[config.mk]
export PLATFORM = sky130hd
export DESIGN_NAME = synth_regbank
export DESIGN_NICKNAME = d
export VERILOG_FILES = /design/src/rtl/synth_regs_pkg.sv /design/src/rtl/ssp_ctrl.sv /design/src/rtl/reg_datapath.sv /design/src/rtl/synth_regbank.sv
export SDC_FILE = /design/constraint.sdc
export NUM_CORES = 1
export LEC_CHECK = 0
export ABC_AREA = 1
export BUFFER_PORTS_ARGS = -buffer_cell sky130_fd_sc_hd__clkbuf_2
export CELL_PAD_IN_SITES_DETAIL_PLACEMENT = 1
export CELL_PAD_IN_SITES_GLOBAL_PLACEMENT = 1
export CORE_MARGIN = 10
export CORE_UTILIZATION = 45
export DETAILED_ROUTE_END_ITERATION = 8
export HOLD_SLACK_MARGIN = 0.03
export PLACE_DENSITY_LB_ADDON = 0.1
export SLEW_MARGIN = 0
export SYNTH_ARGS = -nofsm -noshare
export SYNTH_HDL_FRONTEND = slang
export SYNTH_SLANG_ARGS = --single-unit
[constraint.sdc]
create_clock -name clk -period 2.1 [get_ports clk]
set_clock_uncertainty 0.05 [all_clocks]
set_input_delay 0.105 -clock clk [delete_from_list [all_inputs] [get_ports clk]]
set_output_delay 0.105 -clock clk [all_outputs]
set_load 0.005 [all_outputs]
[src/rtl/synth_regs_pkg.sv]
package synth_regs_pkg;
  localparam int WORD_W  = 24;
  localparam int INT_W   = 9;
  localparam int FRAC_W  = 12;
  localparam int MOD_W   = 12;
  localparam int RDIV_W  = 4;
  localparam int MUX_W   = 3;
  localparam int CP_W    = 4;
  localparam int NSP_W   = WORD_W - 2;

  // divider word
  localparam int DIV_FRAC_LSB = 2;
  localparam int DIV_INT_LSB  = DIV_FRAC_LSB + FRAC_W;
  localparam int DIV_FL_BIT   = DIV_INT_LSB + INT_W;
  // reference/modulus word
  localparam int REF_MOD_LSB  = 2;
  localparam int REF_R_LSB    = REF_MOD_LSB + MOD_W;
  localparam int REF_PRE_BIT  = REF_R_LSB + RDIV_W;
  localparam int REF_MUX_LSB  = 20;
  localparam int REF_LOAD_BIT = 23;
  // control word
  localparam int CTL_CRST_BIT = 2;
  localparam int CTL_TRI_BIT  = 3;
  localparam int CTL_PD_BIT   = 4;
  localparam int CTL_LDP_BIT  = 5;
  localparam int CTL_POL_BIT  = 6;
  localparam int CTL_CP_LSB   = 7;
  localparam int CTL_DBL_BIT  = CTL_CP_LSB + CP_W;

  typedef enum logic [1:0] {
    ADDR_DIV = 2'b00,
    ADDR_REF = 2'b01,
    ADDR_CTL = 2'b10,
    ADDR_NSP = 2'b11
  } regAddr_t;

  typedef struct packed {
    logic wrDiv;
    logic wrRef;
    logic wrCtl;
    logic wrNsp;
  } wrStrobe_t;
endpackage

[src/rtl/ssp_ctrl.sv]
module ssp_ctrl
  import synth_regs_pkg::*;
#(
  parameter int SYNC_STAGES = 2
) (
  input  logic              clk,
  input  logic              rstN,
  input  logic              serClk,
  input  logic              serData,
  input  logic              serLe,
  output wrStrobe_t         strb,
  output logic [WORD_W-1:0] word
);
  localparam int LAST = SYNC_STAGES - 1;

  logic [SYNC_STAGES-1:0] clkSync, dataSync, leSync;
  logic clkPrev, lePrev;
  logic clkRise, leRise;
  logic [WORD_W-1:0] shiftReg;
  regAddr_t addr;

  always_ff @(posedge clk or negedge rstN) begin
    if (!rstN) begin
      clkSync  <= '0;
      dataSync <= '0;
      leSync   <= '0;
      clkPrev  <= 1'b0;
      lePrev   <= 1'b0;
    end else begin
      clkSync  <= {clkSync[LAST-1:0], serClk};
      dataSync <= {dataSync[LAST-1:0], serData};
      leSync   <= {leSync[LAST-1:0], serLe};
      clkPrev  <= clkSync[LAST];
      lePrev   <= leSync[LAST];
    end
  end

  assign clkRise = clkSync[LAST] & ~clkPrev;
  assign leRise  = leSync[LAST] & ~lePrev;

  always_ff @(posedge clk or negedge rstN) begin
    if (!rstN)        shiftReg <= '0;
    else if (clkRise) shiftReg <= {shiftReg[WORD_W-2:0], dataSync[LAST]};
  end

  assign word = shiftReg;
  assign addr = regAddr_t'(shiftReg[1:0]);

  always_comb begin
    strb = '0;
    if (leRise) begin
      unique case (addr)
        ADDR_DIV: strb.wrDiv = 1'b1;
        ADDR_REF: strb.wrRef = 1'b1;
        ADDR_CTL: strb.wrCtl = 1'b1;
        ADDR_NSP: strb.wrNsp = 1'b1;
      endcase
    end
  end


  strobe_onehot_chk: assert property (@(posedge clk) disable iff (!rstN)
    $onehot0({strb.wrDiv, strb.wrRef, strb.wrCtl, strb.wrNsp}));


  word_hold_chk: assert property (@(posedge clk) disable iff (!rstN)
    !clkRise |=> $stable(word));
endmodule

[src/rtl/reg_datapath.sv]
module reg_datapath
  import synth_regs_pkg::*;
(
  input  logic              clk,
  input  logic              rstN,
  input  wrStrobe_t         strb,
  input  logic [WORD_W-1:0] word,
  output logic [INT_W-1:0]  intVal,
  output logic [FRAC_W-1:0] fracVal,
  output logic              fastLock,
  output logic [MOD_W-1:0]  modActive,
  output logic [MOD_W-1:0]  resyncDelay,
  output logic [RDIV_W-1:0] refDiv,
  output logic              prescSel,
  output logic [MUX_W-1:0]  muxSel,
  output logic              counterHold,
  output logic              cpTriOut,
  output logic              powerDown,
  output logic              ldPrecision,
  output logic              pdPolarity,
  output logic [CP_W-1:0]   cpCurrent,
  output logic              refDoubler,
  output logic [NSP_W-1:0]  noiseSpur,
  output logic              chanPgm,
  output logic              lockDetClr
);
  logic [MOD_W-1:0] modPending;
  logic             cntRst, cpTri;
  logic [CP_W-1:0]  cpSet;
  logic             unusedBits;

  assign unusedBits = ^{word[REF_PRE_BIT+1], word[WORD_W-1:CTL_DBL_BIT+1]};

  always_ff @(posedge clk or negedge rstN) begin
    if (!rstN) begin
      intVal      <= '0;
      fracVal     <= '0;
      fastLock    <= 1'b0;
      modPending  <= '0;
      modActive   <= '0;
      resyncDelay <= '0;
      refDiv      <= '0;
      prescSel    <= 1'b0;
      muxSel      <= '0;
      cntRst      <= 1'b0;
      cpTri       <= 1'b0;
      powerDown   <= 1'b0;
      ldPrecision <= 1'b0;
      pdPolarity  <= 1'b0;
      cpSet       <= '0;
      refDoubler  <= 1'b0;
      noiseSpur   <= '0;
      chanPgm     <= 1'b0;
    end else begin
      chanPgm <= strb.wrDiv;
      if (strb.wrDiv) begin
        fracVal   <= word[DIV_FRAC_LSB +: FRAC_W];
        intVal    <= word[DIV_INT_LSB +: INT_W];
        fastLock  <= word[DIV_FL_BIT];
        modActive <= modPending;
      end
      if (strb.wrRef) begin
        refDiv   <= word[REF_R_LSB +: RDIV_W];
        prescSel <= word[REF_PRE_BIT];
        muxSel   <= word[REF_MUX_LSB +: MUX_W];
        if (word[REF_LOAD_BIT]) resyncDelay <= word[REF_MOD_LSB +: MOD_W];
        else                    modPending  <= word[REF_MOD_LSB +: MOD_W];
      end
      if (strb.wrCtl) begin
        cntRst      <= word[CTL_CRST_BIT];
        cpTri       <= word[CTL_TRI_BIT];
        powerDown   <= word[CTL_PD_BIT];
        ldPrecision <= word[CTL_LDP_BIT];
        pdPolarity  <= word[CTL_POL_BIT];
        cpSet       <= word[CTL_CP_LSB +: CP_W];
        refDoubler  <= word[CTL_DBL_BIT];
      end
      if (strb.wrNsp) noiseSpur <= word[WORD_W-1:2];
    end
  end

  assign cpCurrent   = fastLock ? {CP_W{1'b1}} : cpSet;
  assign counterHold = cntRst | powerDown;
  assign cpTriOut    = cpTri | powerDown;
  assign lockDetClr  = powerDown | chanPgm;


  mod_swap_chk: assert property (@(posedge clk) disable iff (!rstN)
    !$stable(modActive) |-> $past(strb.wrDiv));


  pend_keep_chk: assert property (@(posedge clk) disable iff (!rstN)
    (strb.wrRef && word[REF_LOAD_BIT]) |=> $stable(modPending));


  fastlock_cp_chk: assert property (@(posedge clk) disable iff (!rstN)
    fastLock |-> (cpCurrent == {CP_W{1'b1}}));


  pwrdn_force_chk: assert property (@(posedge clk) disable iff (!rstN)
    powerDown |-> (counterHold && cpTriOut && lockDetClr));


  chan_pulse_chk: assert property (@(posedge clk) disable iff (!rstN)
    chanPgm |=> !chanPgm);
endmodule

[src/rtl/synth_regbank.sv]
module synth_regbank
  import synth_regs_pkg::*;
#(
  parameter int SYNC_STAGES = 2
) (
  input  logic        clk,
  input  logic        rstN,
  input  logic        serClk,
  input  logic        serData,
  input  logic        serLe,
  output logic [8:0]  intVal,
  output logic [11:0] fracVal,
  output logic        fastLock,
  output logic [11:0] modActive,
  output logic [11:0] resyncDelay,
  output logic [3:0]  refDiv,
  output logic        prescSel,
  output logic [2:0]  muxSel,
  output logic        counterHold,
  output logic        cpTriOut,
  output logic        powerDown,
  output logic        ldPrecision,
  output logic        pdPolarity,
  output logic [3:0]  cpCurrent,
  output logic        refDoubler,
  output logic [21:0] noiseSpur,
  output logic        chanPgm,
  output logic        lockDetClr
);
  wrStrobe_t         strb;
  logic [WORD_W-1:0] word;

  ssp_ctrl #(.SYNC_STAGES(SYNC_STAGES)) ctrl_i (
    .clk(clk), .rstN(rstN), .serClk(serClk), .serData(serData),
    .serLe(serLe), .strb(strb), .word(word)
  );

  reg_datapath dp_i (
    .clk(clk), .rstN(rstN), .strb(strb), .word(word),
    .intVal(intVal), .fracVal(fracVal), .fastLock(fastLock),
    .modActive(modActive), .resyncDelay(resyncDelay), .refDiv(refDiv),
    .prescSel(prescSel), .muxSel(muxSel), .counterHold(counterHold),
    .cpTriOut(cpTriOut), .powerDown(powerDown), .ldPrecision(ldPrecision),
    .pdPolarity(pdPolarity), .cpCurrent(cpCurrent), .refDoubler(refDoubler),
    .noiseSpur(noiseSpur), .chanPgm(chanPgm), .lockDetClr(lockDetClr)
  );
endmodule

==> flow_summary.json <==
{
  "yosysUniqueCellTypes": 18,
  "outcome": "completed",
  "yosys-top-cells-count": "nand2_1, dfrtp_1, o21ai_0, inv_1, nand3_1",
  "clkPwrFrac_pct": 41.1,
  "area_delta_synth_final_pct": 24.0,
  "grt_usage_pct": 18.1,
  "async_reset_ff_share_pct": 100,
  "nFillCells": 1189,
  "crit_type": "register to register",
  "dieArea_um2": 15300,
  "cts_buffer_depth": 2,
  "syn_area_um2": 4850,
  "comb_power_share_pct": 12.6,
  "coreArea_um2": 10400,
  "grt_pass1_wl_mm": 21.4,
  "vias": 3681,
  "ios": 93,
  "synth_most_common_cell": "nand2_1",
  "drt-total-wl_mm": 13.1,
  "cts_tree": "done",
  "clk_latency_ps": 530,
  "finalCritPeriodShare_pct": 78.6,
  "hold_viol": 0,
  "drive_gt1_share_pct": 24.2,
  "grt_pass1_vias": 4052,
  "ys_seq_area_share_pct": 67.6,
  "cts_sinks": 131,
  "overflow": 0,
  "antenna_found_initial": 0,
  "wl_per_cell_um": 17.9,
  "ir_drop_mv": 0.560,
  "cts_root_buf": "clkbuf_8",
  "p_sw_share_pct": 26.5,
  "rsz0062_at_grt": "no",
  "report.final.slew_viol_count": 0,
  "yosysWarningCount": 0,
  "synth.avg_cell_area_um2": 10.0,
  "setup_viol": 0,
  "cts_buffers": 17,
  "yosys.area.top_type": "dfrtp_1",
  "cp.required_ps": 2480,
  "synth_top_area_share_pct": 67.6,
  "fin_crit_ps": 1650,
  "drc": 0,
  "dr.max_layer_used": "met4",
  "met1Wirelength_mm": 5.39,
  "max_slew.worst_pin.slew_ps": 574,
  "cp-end-kind": "register",
  "seqPwrFrac_pct": 46.3,
  "postCtsSetupBuffers": 0,
  "post_cts_resized": 0,
  "grt_max_degree": 49,
  "cp_max_fo": 42,
  "portBuffers": 92,
  "syn-instance-count": 485,
  "wl_met3_um": 770,
  "synth_nets": 490,
  "drt-initial-drc-count": 222,
  "powerDensity_nw_per_um2": 1130,
  "gp_congestion": 0.769,
  "ctsHtreeMaxLevel": 4,
  "max_freq_mhz": 606,
  "slew-limit-headroom_pct": 61.6,
  "antennaDiodeCount": 0,
  "post-dp-hpwl_mm": 8.69,
  "p_int_mw": 5.01,
  "synth-edff-count": 0,
  "maxCapViolCount": 0,
  "synth_area_leaders": "dfrtp_1, nand2_1, o21ai_0",
  "cts.clk_slew.worst_paths_ps": 60,
  "place_ws_ps": 459,
  "cp.arrival_ps": 2030,
  "dr.pass1.iters": 6,
  "synth-seq-cells": 131,
  "met2_length_mm": 6.71,
  "setup_tns_ps": 0,
  "synth_ff_type": "dfrtp_1",
  "setup_slack_ps": 449,
  "p_leak_nw": 3.16,
  "layout.nets": 590,
  "cts_hold_buf": 4,
  "die_h_um": 124,
  "holdCritPathClass": "input port to async pin",
  "fp.dieW_um": 124,
  "num_rows": 37,
  "vias_per_cell": 5.04,
  "setup.worst_path.start_class": "register",
  "antenna_left": 0,
  "switching_power_mw": 1.80,
  "start_util_pct": 46.5
}
[sequential cells by signal (all words and copies together), names as in the netlist, 2 cells and up]
register,flops
dp_i.fracVal,12
dp_i.cpSet,4
ctrl_i.leSync,2
dp_i.intVal,9
ctrl_i.word,24
dp_i.refDiv,4
dp_i.resyncDelay,12
ctrl_i.clkSync,2
ctrl_i.dataSync,2
dp_i.modPending,12
dp_i.modActive,12
dp_i.noiseSpur,22
dp_i.muxSel,3
[power groups by stage]
stage                     sequential (mW)  clock [mW]  combinational (mW)
after detailed placement             3.18           0               0.862
after floorplan                      3.12           0               0.411
final                                3.15        2.80               0.857
after global routing                 3.20        2.98               0.996
after CTS                            3.15        2.85               0.892
after global placement               3.17           0               0.818
[logic make-up (layout without fill, tap and decap cells)]
logic type	count (synthesis)	count (layout)	share of synthesized area (%)
AND/OR/NAND/NOR	215	215	18.2
buffers and inverters	53	162	5.29
flip-flops	131	131	67.6
AO/OA/AOI/OAI	86	86	8.88
[metrics by stage]
stage / cell area [um^2] / power, mW / hold WS, ps / cells / utilization [%]
after floorplan: 4850 / 3.53 / -241 / 485 / -
after global placement: 5420 / 3.99 / 69.0 / 698 / 52.0
after detailed placement: 5420 / 4.05 / 72.1 / 698 / 52.0
after CTS: 6010 / 6.90 / 63.6 / 730 / 57.7
after global routing: 6010 / 7.17 / 84.7 / 730 / 57.7
final: 6010 / 6.81 / 59.2 / 730 / 57.7
[final timing paths]
path / endpoint / cells past startpoint / start / slack, ps
hold / removal: dp_i.modActive[4] / 2 / rstN / 60
max in group asynchronous: dp_i.fracVal[11] / 3 / rstN / 1290
min in group clk: ctrl_i.leSync[0] / 2 / serLe / 180
hold reg to reg: ctrl_i.clkSync[1] / 0 / ctrl_i.clkSync[0] / 300
setup reg to reg: dp_i.intVal[6] / 6 / ctrl_i.leSync[1] / 450
setup / recovery: dp_i.intVal[6] / 6 / ctrl_i.leSync[1] / 450
[critical path: stages, from the launching register on]
cell,delay (ps)
dfrtp_1,420
inv_2,90
nor2_4,50
nand2_2,250
buf_4,430
nand2_1,120
o21ai_1,130
[layout make-up]
cell class,count,area [um^2],area share (%)
flip-flops and latches,131,3280,54.5
multi-input cells,301,1310,21.9
repair buffers,106,591,9.83
clock buffers,22,473,7.87
well taps,136,170,2.83
inverters,28,105,1.75
clock inverters,6,80.1,1.33
[per-layer routing]
metal / up-vias / GRT usage [%]
met5: - / 0
met4: 0 / 6.40
met3: 15 / 6.52
met2: 80 / 30.4
met1: 1848 / 21.1
li1: 1738 / -
[layout by cell type, fill, tap and decap left out, types with 5 or more instances in the layout]
cell type	instances
dfrtp_1	131
clkbuf_2	91
nand2_1	173
or2_2	7
clkbuf_16	16
o21ai_0	71
buf_4	10
nand3_1	26
o21ai_1	14
inv_1	26
clkbuf_8	5
Power figures use the tool's default switching activity.
